--- src/rtl/tdt_pkg.sv ---
package tdt_pkg;

    localparam int TAG_W    = 5;
    localparam int NUM_TAGS = 1 << TAG_W;
    localparam int QDEPTH   = 16;
    localparam int CNT_W    = $clog2(QDEPTH + 1);

    typedef enum logic [1:0] {
        UPD_NOW  = 2'd0,
        UPD_ANY  = 2'd1,
        UPD_ALL  = 2'd2,
        UPD_RSVD = 2'd3
    } upd_mode_e;

    typedef enum logic [1:0] {
        CH_IDLE  = 2'd0,
        CH_ARMED = 2'd1,
        CH_READY = 2'd2
    } chan_state_e;

    typedef struct packed {
        chan_state_e st;
        upd_mode_e   mode;
    } chan_ctx_t;

    // Decide whether a waiting request may release its result.
    function automatic logic mode_fires(upd_mode_e m, logic any_done, logic all_done);
        case (m)
            UPD_ANY: return any_done;
            UPD_ALL: return all_done;
            default: return 1'b1;
        endcase
    endfunction

endpackage

--- src/rtl/tdt_slot_counter.sv ---
module tdt_slot_counter #(
    parameter int DEPTH = 16,
    parameter int CNT_W = $clog2(DEPTH + 1)
) (
    input  logic             clk,
    input  logic             rst,
    input  logic             take,
    input  logic             give,
    output logic [CNT_W-1:0] free_cnt,
    output logic             has_room
);
    localparam logic [CNT_W-1:0] FULL_FREE = CNT_W'(DEPTH);

    logic [CNT_W-1:0] free_q;

    always_ff @(posedge clk) begin
        if (rst) begin
            free_q <= FULL_FREE;
        end else begin
            case ({take, give})
                2'b10:   free_q <= free_q - 1'b1;
                2'b01:   free_q <= free_q + 1'b1;
                default: free_q <= free_q;
            endcase
        end
    end

    assign free_cnt = free_q;
    assign has_room = (free_q != '0);

    AST_FREE_BOUND: assert property (@(posedge clk) disable iff (rst)
        free_cnt <= FULL_FREE);
    AST_TAKE_LOWERS: assert property (@(posedge clk) disable iff (rst)
        take && !give |=> free_cnt == $past(free_cnt) - 1'b1);
    AST_PAIR_HOLDS: assert property (@(posedge clk) disable iff (rst)
        take && give |=> $stable(free_cnt));

endmodule

--- src/rtl/tdt_tag_counters.sv ---
module tdt_tag_counters #(
    parameter int TAG_W    = 5,
    parameter int NUM_TAGS = 1 << TAG_W,
    parameter int DEPTH    = 16,
    parameter int CNT_W    = $clog2(DEPTH + 1)
) (
    input  logic                clk,
    input  logic                rst,
    input  logic                inc_valid,
    input  logic [TAG_W-1:0]    inc_tag,
    input  logic                dec_valid,
    input  logic [TAG_W-1:0]    dec_tag,
    output logic [NUM_TAGS-1:0] idle_vec
);
    for (genvar t = 0; t < NUM_TAGS; t++) begin : g_tag
        logic [CNT_W-1:0] pend_q;
        logic             up;
        logic             down;

        assign up   = inc_valid && (inc_tag == TAG_W'(t));
        assign down = dec_valid && (dec_tag == TAG_W'(t));

        always_ff @(posedge clk) begin
            if (rst) begin
                pend_q <= '0;
            end else if (up && !down) begin
                pend_q <= pend_q + 1'b1;
            end else if (down && !up) begin
                pend_q <= pend_q - 1'b1;
            end
        end

        assign idle_vec[t] = (pend_q == '0);

        AST_TAG_NO_UNDERFLOW: assert property (@(posedge clk) disable iff (rst)
            down && !up |-> pend_q != '0);
        AST_TAG_BOUND: assert property (@(posedge clk) disable iff (rst)
            pend_q <= CNT_W'(DEPTH));
    end

endmodule

--- src/rtl/tdt_status_channel.sv ---
module tdt_status_channel
    import tdt_pkg::*;
#(
    parameter int NUM_TAGS = 32
) (
    input  logic                clk,
    input  logic                rst,
    input  logic                mask_we,
    input  logic [NUM_TAGS-1:0] mask_wdata,
    input  logic                req_we,
    input  logic [1:0]          req_mode,
    input  logic                rd_en,
    input  logic [NUM_TAGS-1:0] idle_vec,
    output logic                req_cnt,
    output logic                stat_cnt,
    output logic [NUM_TAGS-1:0] stat_data
);
    chan_ctx_t           ctx_q;
    logic [NUM_TAGS-1:0] mask_q;
    logic [NUM_TAGS-1:0] stat_q;
    logic [NUM_TAGS-1:0] done_vec;
    logic                any_done;
    logic                all_done;
    logic                fire;

    assign done_vec = mask_q & idle_vec;
    assign any_done = |done_vec;
    assign all_done = (done_vec == mask_q);
    assign fire     = (ctx_q.st == CH_ARMED) && mode_fires(ctx_q.mode, any_done, all_done);

    always_ff @(posedge clk) begin
        if (rst) begin
            mask_q <= '0;
        end else if (mask_we) begin
            mask_q <= mask_wdata;
        end
    end

    always_ff @(posedge clk) begin
        if (rst) begin
            ctx_q  <= '{st: CH_IDLE, mode: UPD_NOW};
            stat_q <= '0;
        end else begin
            case (ctx_q.st)
                CH_IDLE: begin
                    if (req_we) begin
                        ctx_q.st   <= CH_ARMED;
                        ctx_q.mode <= upd_mode_e'(req_mode);
                    end
                end
                CH_ARMED: begin
                    if (fire) begin
                        ctx_q.st <= CH_READY;
                        stat_q   <= done_vec;
                    end
                end
                CH_READY: begin
                    if (rd_en) begin
                        ctx_q.st <= CH_IDLE;
                    end
                end
                default: ctx_q.st <= CH_IDLE;
            endcase
        end
    end

    assign req_cnt   = (ctx_q.st == CH_IDLE);
    assign stat_cnt  = (ctx_q.st == CH_READY);
    assign stat_data = stat_q;

    AST_COUNTS_EXCLUSIVE: assert property (@(posedge clk) disable iff (rst)
        !(req_cnt && stat_cnt));
    AST_READ_RESTORES: assert property (@(posedge clk) disable iff (rst)
        rd_en && stat_cnt |=> req_cnt && !stat_cnt);
    AST_REQ_ONE_SHOT: assert property (@(posedge clk) disable iff (rst)
        req_we && req_cnt |=> !req_cnt);
    AST_STATUS_IN_MASK: assert property (@(posedge clk) disable iff (rst)
        $rose(stat_cnt) |-> (stat_data & ~$past(mask_q)) == '0);
    AST_ALL_COVERS_MASK: assert property (@(posedge clk) disable iff (rst)
        $rose(stat_cnt) && $past(ctx_q.mode) == UPD_ALL |-> stat_data == $past(mask_q));

endmodule

--- src/rtl/tag_done_tracker.sv ---
module tag_done_tracker
    import tdt_pkg::*;
#(
    parameter int TRK_TAG_W  = tdt_pkg::TAG_W,
    parameter int TRK_DEPTH  = tdt_pkg::QDEPTH,
    localparam int TRK_TAGS  = 1 << TRK_TAG_W,
    localparam int TRK_CNT_W = $clog2(TRK_DEPTH + 1)
) (
    input  logic                 clk,
    input  logic                 rst,
    input  logic                 cmd_valid,
    input  logic [TRK_TAG_W-1:0] cmd_tag,
    output logic [TRK_CNT_W-1:0] cmd_free,
    input  logic                 cpl_valid,
    input  logic [TRK_TAG_W-1:0] cpl_tag,
    input  logic                 mask_valid,
    input  logic [TRK_TAGS-1:0]  mask_data,
    input  logic                 req_valid,
    input  logic [1:0]           req_mode,
    output logic                 req_cnt,
    input  logic                 rd_valid,
    output logic                 rd_cnt,
    output logic [TRK_TAGS-1:0]  rd_data
);
    logic                has_room;
    logic                enq;
    logic                cpl_ok;
    logic [TRK_TAGS-1:0] idle_vec;

    assign enq    = cmd_valid && has_room;
    assign cpl_ok = cpl_valid && !idle_vec[cpl_tag];

    tdt_slot_counter #(
        .DEPTH (TRK_DEPTH),
        .CNT_W (TRK_CNT_W)
    ) u_slots (
        .clk      (clk),
        .rst      (rst),
        .take     (enq),
        .give     (cpl_ok),
        .free_cnt (cmd_free),
        .has_room (has_room)
    );

    tdt_tag_counters #(
        .TAG_W    (TRK_TAG_W),
        .NUM_TAGS (TRK_TAGS),
        .DEPTH    (TRK_DEPTH),
        .CNT_W    (TRK_CNT_W)
    ) u_tags (
        .clk       (clk),
        .rst       (rst),
        .inc_valid (enq),
        .inc_tag   (cmd_tag),
        .dec_valid (cpl_ok),
        .dec_tag   (cpl_tag),
        .idle_vec  (idle_vec)
    );

    tdt_status_channel #(
        .NUM_TAGS (TRK_TAGS)
    ) u_status (
        .clk        (clk),
        .rst        (rst),
        .mask_we    (mask_valid),
        .mask_wdata (mask_data),
        .req_we     (req_valid),
        .req_mode   (req_mode),
        .rd_en      (rd_valid),
        .idle_vec   (idle_vec),
        .req_cnt    (req_cnt),
        .stat_cnt   (rd_cnt),
        .stat_data  (rd_data)
    );

    AST_STALL_AT_ZERO: assert property (@(posedge clk) disable iff (rst)
        cmd_valid && cmd_free == '0 && !cpl_ok |=> cmd_free == '0);
    AST_IDLE_CPL_IGNORED: assert property (@(posedge clk) disable iff (rst)
        cpl_valid && idle_vec[cpl_tag] && !cmd_valid |=> $stable(cmd_free));

endmodule

--- config.mk ---
export PLATFORM = sky130hd
export DESIGN_NAME = tag_done_tracker
export DESIGN_NICKNAME = d
export VERILOG_FILES = /design/src/rtl/tdt_pkg.sv /design/src/rtl/tdt_slot_counter.sv /design/src/rtl/tdt_tag_counters.sv /design/src/rtl/tdt_status_channel.sv /design/src/rtl/tag_done_tracker.sv
export SDC_FILE = /design/constraint.sdc
export NUM_CORES = 1
export LEC_CHECK = 0
export BUFFER_PORTS_ARGS = -buffer_cell sky130_fd_sc_hd__buf_2
export CORE_ASPECT_RATIO = 0.9
export CORE_MARGIN = 2
export CORE_UTILIZATION = 62
export DETAILED_ROUTE_END_ITERATION = 16
export PLACE_DENSITY = 0.82
export SYNTH_ARGS = -nofsm -noshare
export SYNTH_HDL_FRONTEND = slang
export SYNTH_HIERARCHICAL = 1
export SYNTH_SLANG_ARGS = --single-unit
--- constraint.sdc ---
create_clock -name clk -period 4.6 [get_ports clk]
set_clock_uncertainty 0.05 [all_clocks]
set_input_delay 0.69 -clock clk [delete_from_list [all_inputs] [get_ports clk]]
set_output_delay 0.69 -clock clk [all_outputs]
set_load 0.02 [all_outputs]
# Word-level counts from Yosys, hierarchy flattened

Cells that the tools add are included.

Latch bits: 0
Memory bits (writable): 0
Memories kept: 0
Word-level logic and storage cells: 518
Bits in read-only memories: 0
Input bits: 51
Register bits: 233

Multiplexer cells: 72
$mul: 0
Add/subtract/negate cells: 66
Shift operators: 0
Bitwise operators: 1
Reductions and logical operators: 269
Equal/unequal tests: 72
Magnitude comparators: 1
Divide/modulo/power cells: 0

Operators by type and width:

| kind                | count |
|---|---|
| $mux 5              | 64 |
| $logic_not 5->1     | 34 |
| $add 5x1->5 const B | 33 |
| $sub 5x1->5 const B | 33 |
| $eq 5x5->1 const B  | 32 |
| $logic_and 1x1->1   | 131 |
| $eq 5x4->1 const B  | 16 |
| $reduce_bool 2->1   | 33 |
| $logic_not 1->1     | 65 |
| $eq 5x3->1 const B  | 8 |
| $and 32x32->32      | 1 |
| $eq 32x32->1        | 1 |
| $reduce_or 32->1    | 1 |
| $eq 5x2->1 const B  | 4 |
| $eq 5x1->1 const B  | 2 |
| $pmux 5 s2          | 1 |
| $eq 2x1->1 const B  | 3 |
| $eq 2x2->1 const B  | 3 |
| $lt 5x6->1 const B  | 1 |
| $pmux 2 s3          | 1 |
| $bmux 1 s5          | 1 |
| $reduce_bool 5->1   | 1 |
| $mux 2              | 2 |
| $mux 4              | 1 |
| other kinds (7)     | 9 |

# Depth between registers and ports, before layout

Word-level depth: 9
Depth in mapped cells: 16
Gate-level depth less buffers: 16

# Cells and area by module

The synthesis kept the hierarchy.

Modules (own cells, without submodules):

| module             | area each (µm²) | cells an instance | instances |
|---|---|---|---|
| tdt_tag_counters   | 11318.4         | 1359              | 1 |
| tdt_status_channel | 3241.9          | 335               | 1 |
| tdt_slot_counter   | 335.3           | 39                | 1 |
| tag_done_tracker   | 332.8           | 42                | 1 |

# Worst setup path after synthesis

OpenSTA, ideal clock, no wires.

Path kind: in2reg
Start point: in cpl_tag[2]
End point: reg u_tags.g_tag[1].pend_q[4]
Stages on the path: 15
Library setup time: 0.121 ns
Path slack: 0.784 ns
Arrival time: 3.645 ns
Buffers on the path: 1
Data required time: 4.429 ns
Cell sequence: buf_2 mux2_2 o21ai_0 nor3_1 nor4_2 nand2b_1 nor3_1 nand2_1 ha_1 inv_1 ha_1 nor2b_1 o22ai_1 mux2i_1 mux2_2

Cells in the longest elaborated chain, start to end: 8

RTL lines:

| element                                            | line                   | RTL |
|---|---|---|
| start: declaration                                 | tag_done_tracker.sv:15 | `input logic [TRK_TAG_W-1:0] cpl_tag,` |
| $bmux 1 s5 (*)                                     | tag_done_tracker.sv:31 | `assign cpl_ok = cpl_valid && !idle_vec[cpl_tag];` |
| $mux 1 (not written as such) (*)                   | tag_done_tracker.sv:31 |  |
| $logic_not 1->1 (*)                                | tag_done_tracker.sv:31 |  |
| $logic_and 1x1->1 (*)                              | tag_done_tracker.sv:31 |  |
| net cpl_ok                                         | tag_done_tracker.sv:27 | `logic cpl_ok;` |
| $logic_and 1x1->1 (*)                              | tdt_tag_counters.sv:21 | `assign down = dec_valid && (dec_tag == TAG_W'(t));` |
| $logic_not 1->1                                    | tdt_tag_counters.sv:26 | `end else if (up && !down) begin` |
| $logic_and 1x1->1                                  | tdt_tag_counters.sv:26 |  |
| $mux 5 / $reduce_bool 2->1 (equally long branches) | n/a                    |  |
| end signal: assignment                             | tdt_tag_counters.sv:27 | `pend_q <= pend_q + 1'b1;` |
| end signal: assignment                             | tdt_tag_counters.sv:29 | `pend_q <= pend_q - 1'b1;` |
| end: declaration                                   | tdt_tag_counters.sv:16 | `logic [CNT_W-1:0] pend_q;` |

The timed path passes the listed nets; every way through them passes the cells marked *. The select of a mux whose other input is x is not followed.
A chain may end at the register's enable or synchronous reset.

# Worst setup path in the final report

Start point: reg u_tags.g_tag[8].pend_q[1]
End point: reg u_tags.g_tag[4].pend_q[4]

Cells in the longest elaborated chain, start to end: 9

RTL lines:

| element                                            | line                   | RTL |
|---|---|---|
| start: declaration                                 | tdt_tag_counters.sv:16 |  |
| start signal: assignment                           | tdt_tag_counters.sv:27 |  |
| start signal: assignment                           | tdt_tag_counters.sv:29 |  |
| $logic_not 5->1 (*)                                | tdt_tag_counters.sv:33 | `assign idle_vec[t] = (pend_q == '0);` |
| net idle_vec[8]                                    | tag_done_tracker.sv:28 | `logic [TRK_TAGS-1:0] idle_vec;` |
| $bmux 1 s5 (*)                                     | tag_done_tracker.sv:31 |  |
| $mux 1 (not written as such) (*)                   | tag_done_tracker.sv:31 |  |
| $logic_not 1->1 (*)                                | tag_done_tracker.sv:31 |  |
| $logic_and 1x1->1 (*)                              | tag_done_tracker.sv:31 |  |
| net cpl_ok                                         | tag_done_tracker.sv:27 |  |
| $logic_and 1x1->1 (*)                              | tdt_tag_counters.sv:21 |  |
| $logic_not 1->1                                    | tdt_tag_counters.sv:26 |  |
| $logic_and 1x1->1                                  | tdt_tag_counters.sv:26 |  |
| $mux 5 / $reduce_bool 2->1 (equally long branches) | n/a                    |  |
| end signal: assignment                             | tdt_tag_counters.sv:27 |  |
| end signal: assignment                             | tdt_tag_counters.sv:29 |  |
| end: declaration                                   | tdt_tag_counters.sv:16 |  |

Marks and branches as above.

==> summary.md <==
| Metric | Value |
|---|---|
| RSZ-0062 raised after global routing | `no` |
| Register area share after synthesis | `30.6%` |
| Detail Route Antenna Nets | `0` |
| Clk sinks | `233` |
| Multi-input gate area | `between 0.009 and 0.01 mm2` |
| Dpl ws | `-0.0265 ns` |
| Synth Register Bits | `233` |
| Clock power share | `40.2%` |
| DP HPWL | `26.5 mm` |
| Hold buffer count at CTS | `0` |
| Worst path arrival time | `around 4.8 ns` |
| Finish-stage setup viols | `0` |
| Clock transition at path regs | `~0.06 ns` |
| Synth async-reset ratio | `0%` |
| DRC | `0` |
| Placed cell area | `0.0158 mm2` |
| Crit Path Category | `flop to flop` |
| Vias post-DR | `13000` |
| Final cell count without fillers | `2156` |
| Worst-Skew Late Latency | `approximately 0.55 ns` |
| Fin. Hold Viols | `0` |
| Critical Path Sink Type | `flop` |
| Fillers | `around 1900` |
| Mapped cell area | `0.0152 mm2` |
| FF-to-FF End | `u_tags/g_tag[4].pend_q[4]` |
| Largest net degree at the start of global routing | `137` |
| Top cell family by delay on the critical path | `simple AND/OR/NAND/NOR gates` |
| Syn Inst Count | `about 1800` |
| Vias in the first global route | `12300` |
| Register area | `0.00466 mm2` |
| Synth area leader | `dfxtp_1` |
| Power per cell area | `311 mW/mm2` |
| Psw | `1.47 mW` |
| Port Buffers | `89` |
| Critical Path Slowest Stage Cell | `or4_1` |
| CTS tree | `yes` |
| Worst-case reg-to-reg path depth | `16` |
| Max Cap Viol | `0` |
| Max Clock Freq | `0.228 GHz` |
| Critical R2R Launch | `u_tags/g_tag[8].pend_q[1]` |
| Top cells by count, synth | `345 x nor2_1, 233 x dfxtp_1, 141 x ha_1, 108 x a21oi_1, 91 x mux2i_1` |
| Setup bufs post-CTS | `0` |
| Final min period | `4.38 ns` |
| Setup WS post-layout | `0.222 ns` |
| Placeable core area | `0.0242 mm2` |
| Nets | `2053` |
| Share of the synthesized area in the top cell type | `30.6%` |
| Leakage power | `approximately 7.3 nW` |
| TritonCTS Buffers | `26` |
| Worst Max-Slew Pin Slew | `1.08 ns` |
| Root Buffer | `clkbuf_16` |
| Tot Pwr | `around 5.2 mW` |
| HP Class | `input pin to flop` |
| Buf+Inv Stages, Crit Path | `1` |
| Worst hold path stage count | `3` |
| Count leader, synth | `nor2_1` |
| Die H | `153 um` |
| Detailed Route WL | `36.8 mm` |
| Die extent in x | `~170 um` |
| Net Sw Frac | `approximately 28%` |
| Number of distinct library cells after synthesis | `55` |
| Comb pwr share | `17.4%` |
| Average wire per standard cell | `17.1 um` |
| Crit path cell chain | `or4_1 > nor2_1 > nor2b_1 > a2111oi_0 > o41ai_1 > nor4_2 > nand2b_1 > nor2_2 > nand2_1 > ha_1 > inv_1 > ha_1 > nor2b_1 > o22ai_1 > mux2i_1 > mux2_2` |
| Status | `finished, final reports clean` |
| IO Pins | `90` |
| Placed Cells | `2108` |
| Post-CTS sizing | `0` |
| Hold Path Origin | `mask_data[22]` |
| Number of synthesis warnings | `6` |
| Number of flops mapped to enable cells by yosys | `0` |
| GRT Resource Usage Total | `between 20% and 30%` |
| Internal power | `3.70 mW` |
| Avg Inst Size Synth | `8.58 um2` |
| Core Util, Final | `68.9%` |
| Worst Path Max Fanout | `4` |
| Layout cells sized above 1 | `between 10% and 20%` |
| First-pass GRT wire length | `around 60 mm` |
| First DRT Iteration DRCs | `around 1200` |
| Final Wtd Congestion | `between 0.9 and 1` |
| Critical Path RT | `approximately 5.0 ns` |
| # rows | `54` |
| Top_reg_cell synth | `dfxtp_1` |
| GRT overflow | `0` |
| WHS Endpoint | `u_status/mask_q[22]` |
| Startpoint types | `flop` |
| Initial antenna violation count | `3` |
| Rel. slew slack | `about 28%` |
| Setup slack, reg-to-reg | `0.22 ns` |
| Area Overhead vs Synth | `9.45%` |
| Syn nets | `2000` |
| Maximum vdd drop | `0.260 mV` |
| H-tree depth | `1` |
| Clock Path Buffers | `3` |
| Post-route clock period utilization | `between 90% and 100%` |
| Vias/cell | `6.03` |
| Detailed Routing Iterations Pass 1 | `5` |
| Synth area leaders | `dfxtp_1 31%, ha_1 12%, nor2_1 8.5%` |
| Design area | `0.0167 mm2` |
| Initial core utilization | `63.0%` |
| Die Area | `0.0258 mm2` |
| Critical Path Max Stage Delay | `0.53 ns` |
| Fin. max-slew vios | `0` |
| Sequential Power Share | `~42%` |
kinds of logic (layout without fill, tap and decap cells):
group,count (synthesis),in the layout,share of synthesized area (%)
xor+xnor,67,67,3.85
flops,233,233,30.6
fa+ha+maj,174,174,15.9
compound gates,246,246,10.4
other cells,0,2,0
simple gates,753,753,25.0
buf+inv,169,240,5.14
mux,133,133,9.09
layout by cell type, fill, tap and decap left out, types with 7 or more instances in the layout:
cell type,n
nor4bb_1,25
a22oi_1,7
a21o_1,26
o31ai_1,7
xnor2_1,27
a211oi_1,30
nand2b_1,53
a31oi_1,27
nand3b_1,46
clkbuf_16,26
ha_1,141
o22ai_1,16
buf_4,20
nor4_1,30
dfxtp_1,233
buf_2,88
nor2_1,341
nor3_1,12
inv_1,83
fa_1,33
nand3_1,37
a21oi_1,108
clkbuf_8,8
or3_1,27
mux2_2,40
mux2i_1,91
nor2b_1,55
nand2_1,76
or4_1,32
xor2_1,40
per-layer routing:
metal / wire length (um) / vias to the layer above / global-route usage (%)
li1: - / 6302 / -
met1: 15500 / 6080 / 35.3
met2: 16900 / 486 / 45.8
met3: 2620 / 131 / 4.94
met4: 1780 / 2 / 12.7
met5: 19 / - / 0
final cells by class:
| type | instances | area share (%) |
|---|---|---|
| Sequential cell | 233 | 28.0 |
| Timing Repair Buffer | 111 | 3.87 |
| Tap cell | 308 | 2.31 |
| Inverter | 83 | 1.87 |
| Antenna cell | 2 | 0.0300 |
| Multi-Input combinational cell | 1373 | 58.8 |
| Clock inverter | 8 | 0.488 |
| Clock buffer | 38 | 4.65 |
power groups by stage:
stage | sequential [mW] | clock, mW | combinational (mW)
floorplan | 2.25 | 0 | 0.616
global placement | 2.23 | 0 | 0.849
detailed placement | 2.24 | 0 | 0.882
CTS | 2.19 | 2.11 | 0.889
global route | 2.21 | 2.18 | 0.989
finish | 2.19 | 2.08 | 0.903
worst max path at each step:
| stage | endpoint | cells past startpoint | start | slack [ns] |
|---|---|---|---|---|
| floorplan | u_tags/g_tag[1].pend_q[4] | 15 | cpl_tag[2] | 0.78 |
| global placement | u_tags/g_tag[4].pend_q[4] | 15 | cpl_tag[2] | 0.11 |
| detailed placement | u_tags/g_tag[3].pend_q[4] | 15 | cpl_tag[2] | -0.03 |
| CTS | u_tags/g_tag[3].pend_q[4] | 16 | u_tags/g_tag[24].pend_q[1] | 0.26 |
| global route | u_tags/g_tag[4].pend_q[4] | 16 | u_tags/g_tag[18].pend_q[0] | 0.04 |
| finish | u_tags/g_tag[4].pend_q[4] | 16 | u_tags/g_tag[8].pend_q[1] | 0.22 |
sequential cells by signal, indices dropped and copies added (netlist names):
name,cells
u_tags/g_tag.pend_q,160
u_slots/free_cnt,5
u_status/ctx_q,4
u_status/stat_data,32
u_status/mask_q,32
worst register-to-register path, stage by stage, from the launching register on:
cell and delay (ns):
dfxtp_1 0.34, or4_1 0.53, nor2_1 0.43, nor2b_1 0.20, a2111oi_0 0.07, o41ai_1 0.49
nor4_2 0.10, nand2b_1 0.24, nor2_2 0.14, nand2_1 0.09, ha_1 0.22, inv_1 0.12
ha_1 0.31, nor2b_1 0.16, o22ai_1 0.20, mux2i_1 0.24, mux2_2 0.35
metrics by stage:
stage / TNS [ns] / hold slack [ns]
floorplan: 0 / 0.395
global placement: 0 / 0.410
detailed placement: -0.0483 / 0.418
CTS: 0 / 0.316
global route: 0 / 0.342
finish: 0 / 0.323
Note: power is estimated with default switching activity, not from simulation.
